File: config.mk
export PLATFORM = sky130hd
export DESIGN_NAME = dram_page_seq
export DESIGN_NICKNAME = d
export VERILOG_FILES = /design/src/rtl/dps_pkg.sv /design/src/rtl/dps_gap_timer.sv /design/src/rtl/dps_row_tracker.sv /design/src/rtl/dram_page_seq.sv
export SDC_FILE = /design/constraint.sdc
export NUM_CORES = 1
export LEC_CHECK = 0
export ABC_AREA = 1
export BUFFER_PORTS_ARGS = -buffer_cell sky130_fd_sc_hd__buf_2
export CAP_MARGIN = 0
export CORE_ASPECT_RATIO = 1.75
export CORE_MARGIN = 5
export CORE_UTILIZATION = 52
export DETAILED_ROUTE_END_ITERATION = 10
export PLACE_DENSITY_LB_ADDON = 0.1
export SYNTH_ARGS = -nofsm -noshare
export SYNTH_HDL_FRONTEND = slang
export SYNTH_SLANG_ARGS = --single-unit
File: constraint.sdc
create_clock -name clk -period 1.8 [get_ports clk]
set_clock_uncertainty 0.15 [all_clocks]
set_input_delay 0.36 -clock clk [delete_from_list [all_inputs] [get_ports clk]]
set_output_delay 0.36 -clock clk [all_outputs]
set_load 0.005 [all_outputs]
File: src/rtl/dps_pkg.sv
package dps_pkg;
   typedef enum logic [2:0] {
      CMD_NOP = 3'd0,
      CMD_PRE = 3'd1,
      CMD_ACT = 3'd2,
      CMD_RD  = 3'd3,
      CMD_WR  = 3'd4
   } cmd_e;

   typedef enum logic [1:0] {
      CLS_NONE     = 2'd0,
      CLS_HIT      = 2'd1,
      CLS_EMPTY    = 2'd2,
      CLS_CONFLICT = 2'd3
   } cls_e;

   typedef enum logic [1:0] {
      ST_IDLE,
      ST_NEED_PRE,
      ST_NEED_ACT,
      ST_NEED_COL
   } state_e;
endpackage

File: src/rtl/dps_gap_timer.sv
// Saturating age counter: cycles elapsed since the last restart pulse.
module dps_gap_timer #(
   parameter int CNT_MAX = 8,
   localparam int CNT_W = $clog2(CNT_MAX + 1)
) (
   input  logic             clk,
   input  logic             rst_n,
   input  logic             restart,
   output logic [CNT_W-1:0] age
);
   always_ff @(posedge clk) begin
      if (!rst_n)
         age <= CNT_W'(CNT_MAX);
      else if (restart)
         age <= CNT_W'(1);
      else if (age != CNT_W'(CNT_MAX))
         age <= age + CNT_W'(1);
   end
endmodule

File: src/rtl/dps_row_tracker.sv
// Holds the open/closed state of the bank and the open row; classifies a probe row.
module dps_row_tracker #(
   parameter int ROW_W = 14
) (
   input  logic              clk,
   input  logic              rst_n,
   input  logic              do_open,
   input  logic              do_close,
   input  logic [ROW_W-1:0]  open_row_in,
   input  logic [ROW_W-1:0]  probe_row,
   output dps_pkg::cls_e     probe_cls
);
   logic             is_open_q;
   logic [ROW_W-1:0] row_q;

   always_ff @(posedge clk) begin
      if (!rst_n) begin
         is_open_q <= 1'b0;
         row_q     <= '0;
      end else if (do_open) begin
         is_open_q <= 1'b1;
         row_q     <= open_row_in;
      end else if (do_close) begin
         is_open_q <= 1'b0;
      end
   end

   always_comb begin
      if (!is_open_q)
         probe_cls = dps_pkg::CLS_EMPTY;
      else if (row_q == probe_row)
         probe_cls = dps_pkg::CLS_HIT;
      else
         probe_cls = dps_pkg::CLS_CONFLICT;
   end
endmodule

File: src/rtl/dram_page_seq.sv
module dram_page_seq #(
   parameter int ROW_W = 14,
   parameter int COL_W = 10,
   parameter int T_RCD = 4,
   parameter int T_RP  = 4,
   parameter int T_RAS = 10
) (
   input  logic             clk,
   input  logic             rst_n,
   input  logic             req_valid,
   output logic             req_ready,
   input  logic             req_write,
   input  logic [ROW_W-1:0] req_row,
   input  logic [COL_W-1:0] req_col,
   output logic [1:0]       req_class,
   output logic [2:0]       cmd_code,
   output logic [ROW_W-1:0] cmd_row,
   output logic [COL_W-1:0] cmd_col
);
   import dps_pkg::*;

   localparam int GAP_MAX = (T_RAS > T_RCD) ? ((T_RAS > T_RP) ? T_RAS : T_RP)
                                            : ((T_RCD > T_RP) ? T_RCD : T_RP);
   localparam int CNT_W   = $clog2(GAP_MAX + 1);
   localparam int N_TMR   = 2;   // index 0: since ACTIVATE, index 1: since PRECHARGE

   if (ROW_W < 1 || COL_W < 1) begin : g_bad_width
      $error("dram_page_seq: address widths must be at least 1");
   end
   if (T_RCD < 1 || T_RP < 1 || T_RAS < 1) begin : g_bad_gap
      $error("dram_page_seq: every minimum gap must be at least 1 cycle");
   end

   state_e           state_q, state_d;
   logic             wr_q;
   logic [ROW_W-1:0] row_q;
   logic [COL_W-1:0] col_q;
   logic             accept, do_act, do_pre;
   cls_e             cls;
   cmd_e             cmd;
   logic [N_TMR-1:0] tmr_restart;
   logic [CNT_W-1:0] tmr_age [N_TMR];

   assign tmr_restart = {do_pre, do_act};

   for (genvar g = 0; g < N_TMR; g++) begin : g_tmr
      dps_gap_timer #(.CNT_MAX(GAP_MAX)) u_tmr (
         .clk     (clk),
         .rst_n   (rst_n),
         .restart (tmr_restart[g]),
         .age     (tmr_age[g])
      );
   end

   logic rcd_ok, ras_ok, rp_ok;
   assign rcd_ok = tmr_age[0] >= CNT_W'(T_RCD);
   assign ras_ok = tmr_age[0] >= CNT_W'(T_RAS);
   assign rp_ok  = tmr_age[1] >= CNT_W'(T_RP);

   dps_row_tracker #(.ROW_W(ROW_W)) u_rows (
      .clk         (clk),
      .rst_n       (rst_n),
      .do_open     (do_act),
      .do_close    (do_pre),
      .open_row_in (row_q),
      .probe_row   (req_row),
      .probe_cls   (cls)
   );

   assign req_ready = (state_q == ST_IDLE);
   assign accept    = req_valid && req_ready;
   assign req_class = accept ? cls : CLS_NONE;

   always_comb begin
      state_d = state_q;
      cmd     = CMD_NOP;
      do_act  = 1'b0;
      do_pre  = 1'b0;
      unique case (state_q)
         ST_IDLE: begin
            if (req_valid) begin
               unique case (cls)
                  CLS_HIT:   state_d = ST_NEED_COL;
                  CLS_EMPTY: state_d = ST_NEED_ACT;
                  default:   state_d = ST_NEED_PRE;
               endcase
            end
         end
         ST_NEED_PRE: begin
            if (ras_ok) begin
               cmd     = CMD_PRE;
               do_pre  = 1'b1;
               state_d = ST_NEED_ACT;
            end
         end
         ST_NEED_ACT: begin
            if (rp_ok) begin
               cmd     = CMD_ACT;
               do_act  = 1'b1;
               state_d = ST_NEED_COL;
            end
         end
         default: begin
            if (rcd_ok) begin
               cmd     = wr_q ? CMD_WR : CMD_RD;
               state_d = ST_IDLE;
            end
         end
      endcase
   end

   always_ff @(posedge clk) begin
      if (!rst_n) begin
         state_q <= ST_IDLE;
         wr_q    <= 1'b0;
         row_q   <= '0;
         col_q   <= '0;
      end else begin
         state_q <= state_d;
         if (accept) begin
            wr_q  <= req_write;
            row_q <= req_row;
            col_q <= req_col;
         end
      end
   end

   assign cmd_code = cmd;
   assign cmd_row  = row_q;
   assign cmd_col  = col_q;
endmodule

==> metrics.txt, run 1 <==
Hold Crit Class in2reg; Ports 58; Max Buffers Root-to-Sink 2; top_reg_cell synth dfxtp_1; syn nets 340; Routed Antenna Nets 0; async set-or-reset flop fraction in the synthesized netlist 0; synth unique cells 24; largest net degree at the start of global routing 19; Worst-Skew Late Latency around 0.30 ns; Netlist Area Pre-Place about 2200 um^2; Mapped Cells ~310; Reg clk slew, reported paths roughly 0.10 ns; worst IR drop on VDD between 0.0007 and 0.0008 V; DR pass1 iterations 4; crit share post-route 1.086; initial antenna violation count 0; Final Slew Violations 0; GRT Util Overall 0.2078; Synth top cells by count nand2_1, dfxtp_1, o21ai_0; GRT overflow 0; CTS Buf Count 5; crit-path max cell delay around 0.34 ns; Worst-Margin Slew approximately 0.43 ns; Die Ht 96.21 um; CTS tree done; endpoint class of the critical path output pin; Leakage Power about 1.4 nW; Die Width 59.26 um; fin worst setup slack -0.1554 ns; Final nets roughly 420; Hold Fails Final Rpt 0; total power just under 4 mW; Fillers ~370; PortBufs 57; Final HPWL DP between 4000 and 5000 um; Syn Area/Cell roughly 7.2 um^2; register area share after synthesis 0.4533; placer congestion estimate a little over 0.8; DRC viols 0; critical path type reg2out; Core Area about 4100 um^2; first-pass GRT wire length around 9200 um; yosys warns 0; CP Cell Sequence inv_1 -> nand2_1 -> nand2_1 -> nor2_2 -> nand2_1 -> nor2_1 -> nand2_1 -> o21ai_1 -> inv_1 -> buf_2; Clock Sinks 50; Period minus WS final about 2 ns; P&R area growth vs syn 32.12%; Synth top area share 0.4533; vias in the first global route between 2000 and 2500; vias ~2200; final WL 5558 um; PwrDens 1347 nW/um^2; starting density of the core 0.5371; status finished with violations; most common cell in the netlist nand2_1; Most common cell on crit path nand2_1; share of layout cells above drive strength 1 0.3168; row count 31; EDFF count, synth 0; post-synth top area cell dfxtp_1; Setup crit start kind register; max-cap violation count 0; data required time of the worst path around 1.3 ns; Initial DRC Count 94; vias per cell 5.077; routed len/inst ~13 um; final setup vio count 3; worst-path maximum fanout 2; die footprint roughly 5700 um^2; Worst path slowest cell dfxtp_2; synth top area cells dfxtp_1, o21ai_0, nand2_1, inv_1, nor2_1; H-tree depth 2; fmax slightly above 500 MHz; fin util 0.7097; Root Buffer Master clkbuf_8; failing checks negative setup slack; Seq cells post-synth 50; n_diodes 0; RSZ-0062 raised after global routing true; WP data arrival about 1.5 ns; Max transition margin 0.7155
## placed cells by master, fill, tap and decap left out, drive strengths merged
| cell | n |
|---|---|
| a211oi | 1 |
| a21oi | 19 |
| buf | 80 |
| clkbuf | 5 |
| clkinv | 3 |
| clkinvlp | 1 |
| dfxtp | 50 |
| ha | 7 |
| inv | 43 |
| nand2 | 56 |
| nand3 | 16 |
| nor2 | 38 |
| nor3 | 5 |
| o21ai | 47 |
| o22ai | 1 |
| o311ai | 1 |
| o31ai | 2 |
| or2 | 1 |
| xnor2 | 4 |
| xor2 | 2 |
## stage by stage
step | cells | TNS, ns | worst slack, ns | area (um^2) | hold slack, ns
floorplan | 305 | 0 | 0.08113 | 2208 | 0.3001
global placement | 410 | -0.07742 | -0.07742 | 2571 | 0.3051
detailed placement | 410 | -0.06479 | -0.06479 | 2571 | 0.3176
CTS | 427 | -0.2552 | -0.1959 | 2805 | 0.1441
global route | 431 | -0.5732 | -0.2947 | 2918 | 0.1561
finish | 431 | -0.2012 | -0.1554 | 2918 | 0.1522
## layer usage
| layer | routed length [um] | up-vias | GRT usage |
|---|---|---|---|
| met1 | 2087 | 992 | 0.2184 |
| met3 | 243 | 17 | 0.03758 |
| met4 | 166 | 0 | 0.1115 |
| li1 | - | 1123 | - |
| met2 | 3061 | 56 | 0.3768 |
| met5 | 0 | - | 0 |
## power by group
part | total [mW] | switching (mW) | internal (mW)
registers | 1.58 | 0.194 | 1.39
logic | 1.69 | 0.926 | 0.767
clock network | 0.652 | 0.379 | 0.274
total | 3.93 | 1.50 | 2.43
## final cells by class
class / count / area, um^2 / area share
clock buffers: 5 / 68.82 / 0.02358
clock inverters: 3 / 21.27 / 0.007290
inverters: 44 / 173.9 / 0.05961
multi-input cells: 200 / 1081 / 0.3705
flip-flops and latches: 50 / 1018 / 0.3491
well taps: 49 / 61.31 / 0.02101
repair buffers: 80 / 493.0 / 0.1690
## worst paths after layout
check                         from           end  slack [ns]  depth (start not counted)
hold reg to reg         cmd_col[5]    cmd_col[5]        0.33                          2
setup reg to reg        state_q[0]    state_q[0]        0.05                          9
hold / removal          req_col[9]    cmd_col[9]        0.15                          3
setup / recovery  u_rows.row_q[13]  req_class[1]       -0.16                         10
## registers in the layout, indices dropped and copies added, names as in the netlist
name	cells
cmd_col	10
cmd_row	14
g_tmr.u_tmr.age	8
state_q	2
u_rows.is_open_q	1
u_rows.row_q	14
wr_q	1
## kinds of logic (layout without fill, tap and decap cells)
| group | after synthesis | after routing | synth area share |
|---|---|---|---|
| XOR/XNOR | 6 | 6 | 0.02380 |
| buffers and inverters | 55 | 132 | 0.1020 |
| flip-flops | 50 | 50 | 0.4533 |
| AO/OA/AOI/OAI | 71 | 71 | 0.1688 |
| AND/OR/NAND/NOR | 116 | 116 | 0.2125 |
| adder cells (fa/ha/maj) | 7 | 7 | 0.03966 |
## worst max-delay path: cells and delay by family (launching register included)
kind | cells | cell delay [ns]
compound gates | 1 | 0.13
buf+inv | 3 | 0.22
flops | 1 | 0.34
simple gates | 6 | 0.45
## what timing repair did
action                                  in CTS  in global routing
hold endpoints to repair                     0                  0
pin swaps                                    5                  8
endpoints found under the setup margin       5                  5
buffers inserted                             9                  4
hold buffers                                 0                  0
resized for setup                           29                 25
Note: power is estimated with default switching activity, not from simulation.
==> inputs of run 2 (changes only) <==
==> constraint.sdc (replaced) <==
create_clock -name clk -period 1.94 [get_ports clk]
set_clock_uncertainty 0.15 [all_clocks]
set_input_delay 0.388 -clock clk [delete_from_list [all_inputs] [get_ports clk]]
set_output_delay 0.388 -clock clk [all_outputs]
set_load 0.005 [all_outputs]
==> run 2 against run 1 <==
  * The run still ends with negative setup slack left
  * Clock power fell by 3.5%
  * Worst hold slack improved by 0.033 ns
  * Combinational power fell by 23%
  * Utilization fell by 4.0 points
  * Critical path depth did not move
  * Non-clock buffer count fell by 11
  * Cell area fell by 5.7%
  * Power fell by 14%
  * Routed wire length fell by 5.5%
  * Largest cell class unchanged
==> metrics.txt, run 2 (synthesis results as in run 1) <==
status finished with violations; failing checks negative setup slack; PortBufs between 50 and 60; most frequent cells in the layout buf_2, nand2_1, o21ai_0, dfxtp_1, inv_1; Final Slew Violations 0; register area roughly 1000 um^2; Most common cell on crit path nand2_1; data required time of the worst path 1.40 ns; Final HPWL DP around 3900 um; R2R cell count 7; most common cell after layout, fill and taps aside buf_2; GR Layer Usage met3 0.03758; DRC viols 0; max-cap violation count 0; placed inst area ~2500 um^2; crit-path max cell delay about 0.34 ns; Reg2Reg Setup Slack roughly 0.34 ns; DR pass1 iterations 4; worst IR drop on VDD ~0.00098 V; Routed Antenna Nets 0; largest net degree at the start of global routing 20; worst-path maximum fanout 2; final hold slack 0.1850 ns; Final nets 405; CP Cell Sequence inv_2 -> nand2_2 -> nand2_1 -> nor2_1 -> nand2_1 -> nor2_1 -> nand2_1 -> o21ai_1 -> inv_1 -> buf_2; PwrDens 1235 nW/um^2; crit share post-route 1.040; Die Width 59.26 um; placer congestion estimate 0.7948; placed cell count 407; Reg clk slew, reported paths 0.09 ns; vias 2126; Core Area ~4000 um^2; GRT overflow 0; vias in the first global route 2102; first-pass GRT wire length a little under 9000 um; Max Buffers Root-to-Sink 2; beginning of the critical path u_rows.row_q[2]; Root Buffer Master clkbuf_8; fmax around 500 MHz; share of layout cells above drive strength 1 0.2803; combined area of the multi-input logic cells slightly above 1000 um^2; Non-Filler Cell Area, Final between 2000 and 3000 um^2; H-tree depth 2; CTS Buf Count 5; vias per cell between 5 and 6; GRT Util Overall 0.1960; critical path endpoint req_class[1]; Worst-Skew Late Latency ~0.30 ns; Worst R2R End g_tmr[0].u_tmr.age[1]; Hold Crit Class in2reg; Clock Sinks 50; Die Ht a little under 100 um; Period minus WS final 2.017 ns; starting density of the core 0.5371; Max transition margin 0.7048; die footprint approximately 5700 um^2; GR Util met1 0.2083; CTS tree done; Worst-Margin Slew roughly 0.44 ns; n_diodes 0; grt met2 use 0.3604; Leakage Power approximately 1.3 nW; Ports 58; Worst path slowest cell dfxtp_2; WP data arrival approximately 1.5 ns; initial antenna violation count 0; post-route non-filler standard cell count between 400 and 500; Setup crit start kind register; reg2reg start state_q[0]; # hold bufs at CTS 0; RSZ-0062 raised after global routing true; final WL ~5300 um; Initial DRC Count 59; endpoint class of the critical path output pin; critical path type reg2out; Hold Fails Final Rpt 0; P&R area growth vs syn 24.59%; fin worst setup slack -0.07683 ns; routed len/inst between 10 and 15 um; gr busiest metal met2; row count 31; final setup vio count 1; total power between 3 and 4 mW; Fillers 417
run 2: where the power goes:
group	internal [mW]	total (mW)	leakage, nW	switching [mW]
sequential	1.29	1.47	0.416	0.182
clock	0.289	0.629	0.0482	0.340
combinational	0.551	1.30	0.848	0.749
total	2.13	3.40	1.31	1.27
run 2: critical path: cells and delay by family (launching register included):
kind            cells  cell delay (ns)
compound gates      1             0.14
buf+inv             3             0.21
flops               1             0.34
simple gates        6             0.49
run 2: layout make-up:
class,instances,share of cell area
multi-input cells,200,0.3770
clock inverters,1,0.001819
clock buffers,7,0.03138
well taps,49,0.02228
inverters,44,0.06048
repair buffers,69,0.1378
flip-flops and latches,50,0.3693
run 2: worst min path at each step:
stage	endpoint	from	cells past startpoint	slack [ns]
finish	cmd_col[1]	req_col[1]	3	0.18
CTS	cmd_col[1]	req_col[1]	3	0.18
global route	cmd_col[1]	req_col[1]	3	0.19
global placement	cmd_col[8]	cmd_col[8]	2	0.31
detailed placement	cmd_col[5]	cmd_col[5]	2	0.32
floorplan	wr_q	wr_q	2	0.30
run 2: timing repair:
item,4_1_cts,5_1_grt
buffers inserted,2,3
setup endpoints to repair,4,5
pin swaps,4,9
gates resized for setup,20,12
run 2: layer usage:
metal	part of all wire	wire, um	up-vias
li1	-	-	1098
met3	0.041	216	10
met1	0.41	2153	977
met2	0.53	2768	41
met5	0	0	-
met4	0.022	116	0
run 2: stage by stage:
step | worst slack (ns) | util | TNS [ns]
final | -0.07683 | 0.6692 | -0.07683
after global routing | -0.2212 | 0.6692 | -0.2572
after CTS | -0.08700 | 0.6531 | -0.08700
after detailed placement | -0.001875 | 0.6199 | -0.001875
after global placement | 0.001231 | 0.6199 | 0
after floorplan | 0.1931 | - | 0
==> inputs of run 3 (changes only) <==
--- a/config.mk
+++ b/config.mk
@@ -6,12 +6,11 @@
 export NUM_CORES = 1
 export LEC_CHECK = 0
 export ABC_AREA = 1
-export BUFFER_PORTS_ARGS = -buffer_cell sky130_fd_sc_hd__buf_2
 export CAP_MARGIN = 0
 export CORE_ASPECT_RATIO = 1.75
-export CORE_MARGIN = 5
-export CORE_UTILIZATION = 52
+export CORE_UTILIZATION = 62
 export DETAILED_ROUTE_END_ITERATION = 10
+export DONT_BUFFER_PORTS = 1
 export PLACE_DENSITY_LB_ADDON = 0.1
 export SYNTH_ARGS = -nofsm -noshare
 export SYNTH_HDL_FRONTEND = slang
==> run 3 against run 2 <==
  * The run now ends clean
  * Die area down 33%
  * Clock power shrank 6.4%
  * Cell area down 13%
  * Critical path type unchanged
==> metrics.txt, run 3 (synthesis results as in run 1) <==
post-route non-filler standard cell count between 300 and 400; crit-path max cell delay around 0.33 ns; most frequent cells in the layout nand2_1, o21ai_0, dfxtp_1, inv_1, nor2_1; share of layout cells above drive strength 1 0.1340; RSZ-0062 raised after global routing true; Worst-Skew Late Latency 0.30 ns; DRC viols 0; Ports between 50 and 60; largest net degree at the start of global routing between 40 and 50; status complete, no violations; fmax approximately 520 MHz; Reg clk slew, reported paths about 0.090 ns; Die Ht 80.95 um; Final nets 340; CTS tree done; Sw Ratio 0.3854; endpoint class of the critical path output pin; row count 28; n_diodes 0; crit share post-route 0.9884; PortBufs 0; final WL about 4800 um; max-cap violation count 0; routed len/inst ~14 um; Die Width approximately 47 um; Routed Antenna Nets 0; data required time of the worst path between 1 and 1.5 ns; dpl ws 0.1367 ns; initial antenna violation count 0; Max Buffers Root-to-Sink 2; Fillers approximately 320; DR pass1 iterations 4; Clock Power Share 0.187; Final HPWL DP roughly 3300 um; Clock Sinks 50; fin util 0.7043; CTS Buf Count 5; first-pass GRT wire length roughly 7200 um; vias 1871; PwrDens between 1000 and 1500 nW/um^2; Top delay family on crit path simple AND/OR/NAND/NOR gates; Core Area 3398 um^2; vias in the first global route 1774; H-tree depth 2; placed cell count roughly 340; Worst path slowest cell dfxtp_2; Leakage Power 1.012 nW; worst-path maximum fanout 2; Period minus WS final 1.917 ns; # hold bufs at CTS 0; Hold Crit Class in2reg; GRT Util Overall 0.2619; Flop pwr share 0.480; Psw around 1.2 mW; WP data arrival ~1.4 ns; starting density of the core 0.6499; fin worst setup slack 0.02255 ns; die footprint approximately 3800 um^2; most common cell after layout, fill and taps aside nand2_1; combinational power share 0.333; Critical path buffers and inverters 2; Root Buffer Master clkbuf_8; GRT overflow 0; Worst-Margin Slew between 0.4 and 0.5 ns; Setup crit start kind register; Final Slew Violations 0; worst IR drop on VDD 0.0008498 V; P_int a little under 2 mW; Most common cell on crit path nand2_1; CP Cell Sequence inv_1 -> nand2_1 -> nand2_1 -> nor2_2 -> nand2_1 -> nor2_2 -> nand2_2 -> o21ai_2 -> inv_1; critical path type reg2out; Initial DRC Count 35; placer congestion estimate about 0.8; vias per cell roughly 5.3; final setup vio count 0; Hold Fails Final Rpt 0; P&R area growth vs syn 8.385%; Max transition margin 0.7138
[run 3: worst paths after layout]
path         slack [ns]        startpoint  depth (start not counted)               endpoint
max                0.02   u_rows.row_q[5]                          9           req_class[1]
min reg2reg        0.34  u_rows.row_q[10]                          2       u_rows.row_q[10]
max reg2reg        0.32        state_q[0]                          5        u_rows.row_q[6]
min                0.02             rst_n                          1  g_tmr[0].u_tmr.age[3]
[run 3: final cells by class]
cell class / count / area (um^2) / area share
multi-input combinational: 200 / 1040 / 0.4344
sequential: 50 / 1015 / 0.4239
inverter: 44 / 166.4 / 0.06952
clock buffer: 6 / 72.57 / 0.03032
tap: 45 / 56.30 / 0.02352
timing repair buffer: 4 / 30.03 / 0.01255
clock inverter: 2 / 13.76 / 0.005750
[run 3: worst register-to-register path, delay by kind of cell, from the launching register on]
| kind | cells | cell delay (ns) |
|---|---|---|
| and+or+nand+nor | 2 | 0.42 |
| DFF | 1 | 0.40 |
| AOI/OAI and AO/OA | 1 | 0.26 |
| adders and majority gates | 1 | 0.23 |
| buffers and inverters | 1 | 0.08 |
[run 3: what timing repair did]
action                     CTS  global route
pin swaps                    4             3
gates resized for setup     14            19
setup endpoints to repair    3             4
buffers inserted             1             0
[run 3: through the flow]
step                      area, um^2  setup TNS, ns  hold WS [ns]  power, mW
final                           2394              0       0.02029      3.141
after CTS                       2344       -0.05888      0.007527      3.092
after detailed placement        2228              0        0.3231      2.474
after floorplan                 2208              0        0.3001      2.244
after global routing            2394       -0.08535       0.01022      3.390
after global placement          2228              0        0.3178      2.442
[run 3: power groups by stage]
stage	Combinational [mW]	Clock (mW)	Sequential, mW
2_1_floorplan	0.785	0	1.46
3_5_place_dp	0.964	0	1.51
3_3_place_gp	0.937	0	1.51
5_1_grt	1.21	0.634	1.55
6_report	1.05	0.589	1.51
4_1_cts	1.00	0.600	1.49
[run 3: layer usage]
metal  share of wire  vias up  GRT usage
li1                -      968          -
met1            0.41      847     0.2615
met2            0.54       49     0.4972
met3           0.038        7    0.05333
met4           0.020        0    0.09143
met5               0        -          0
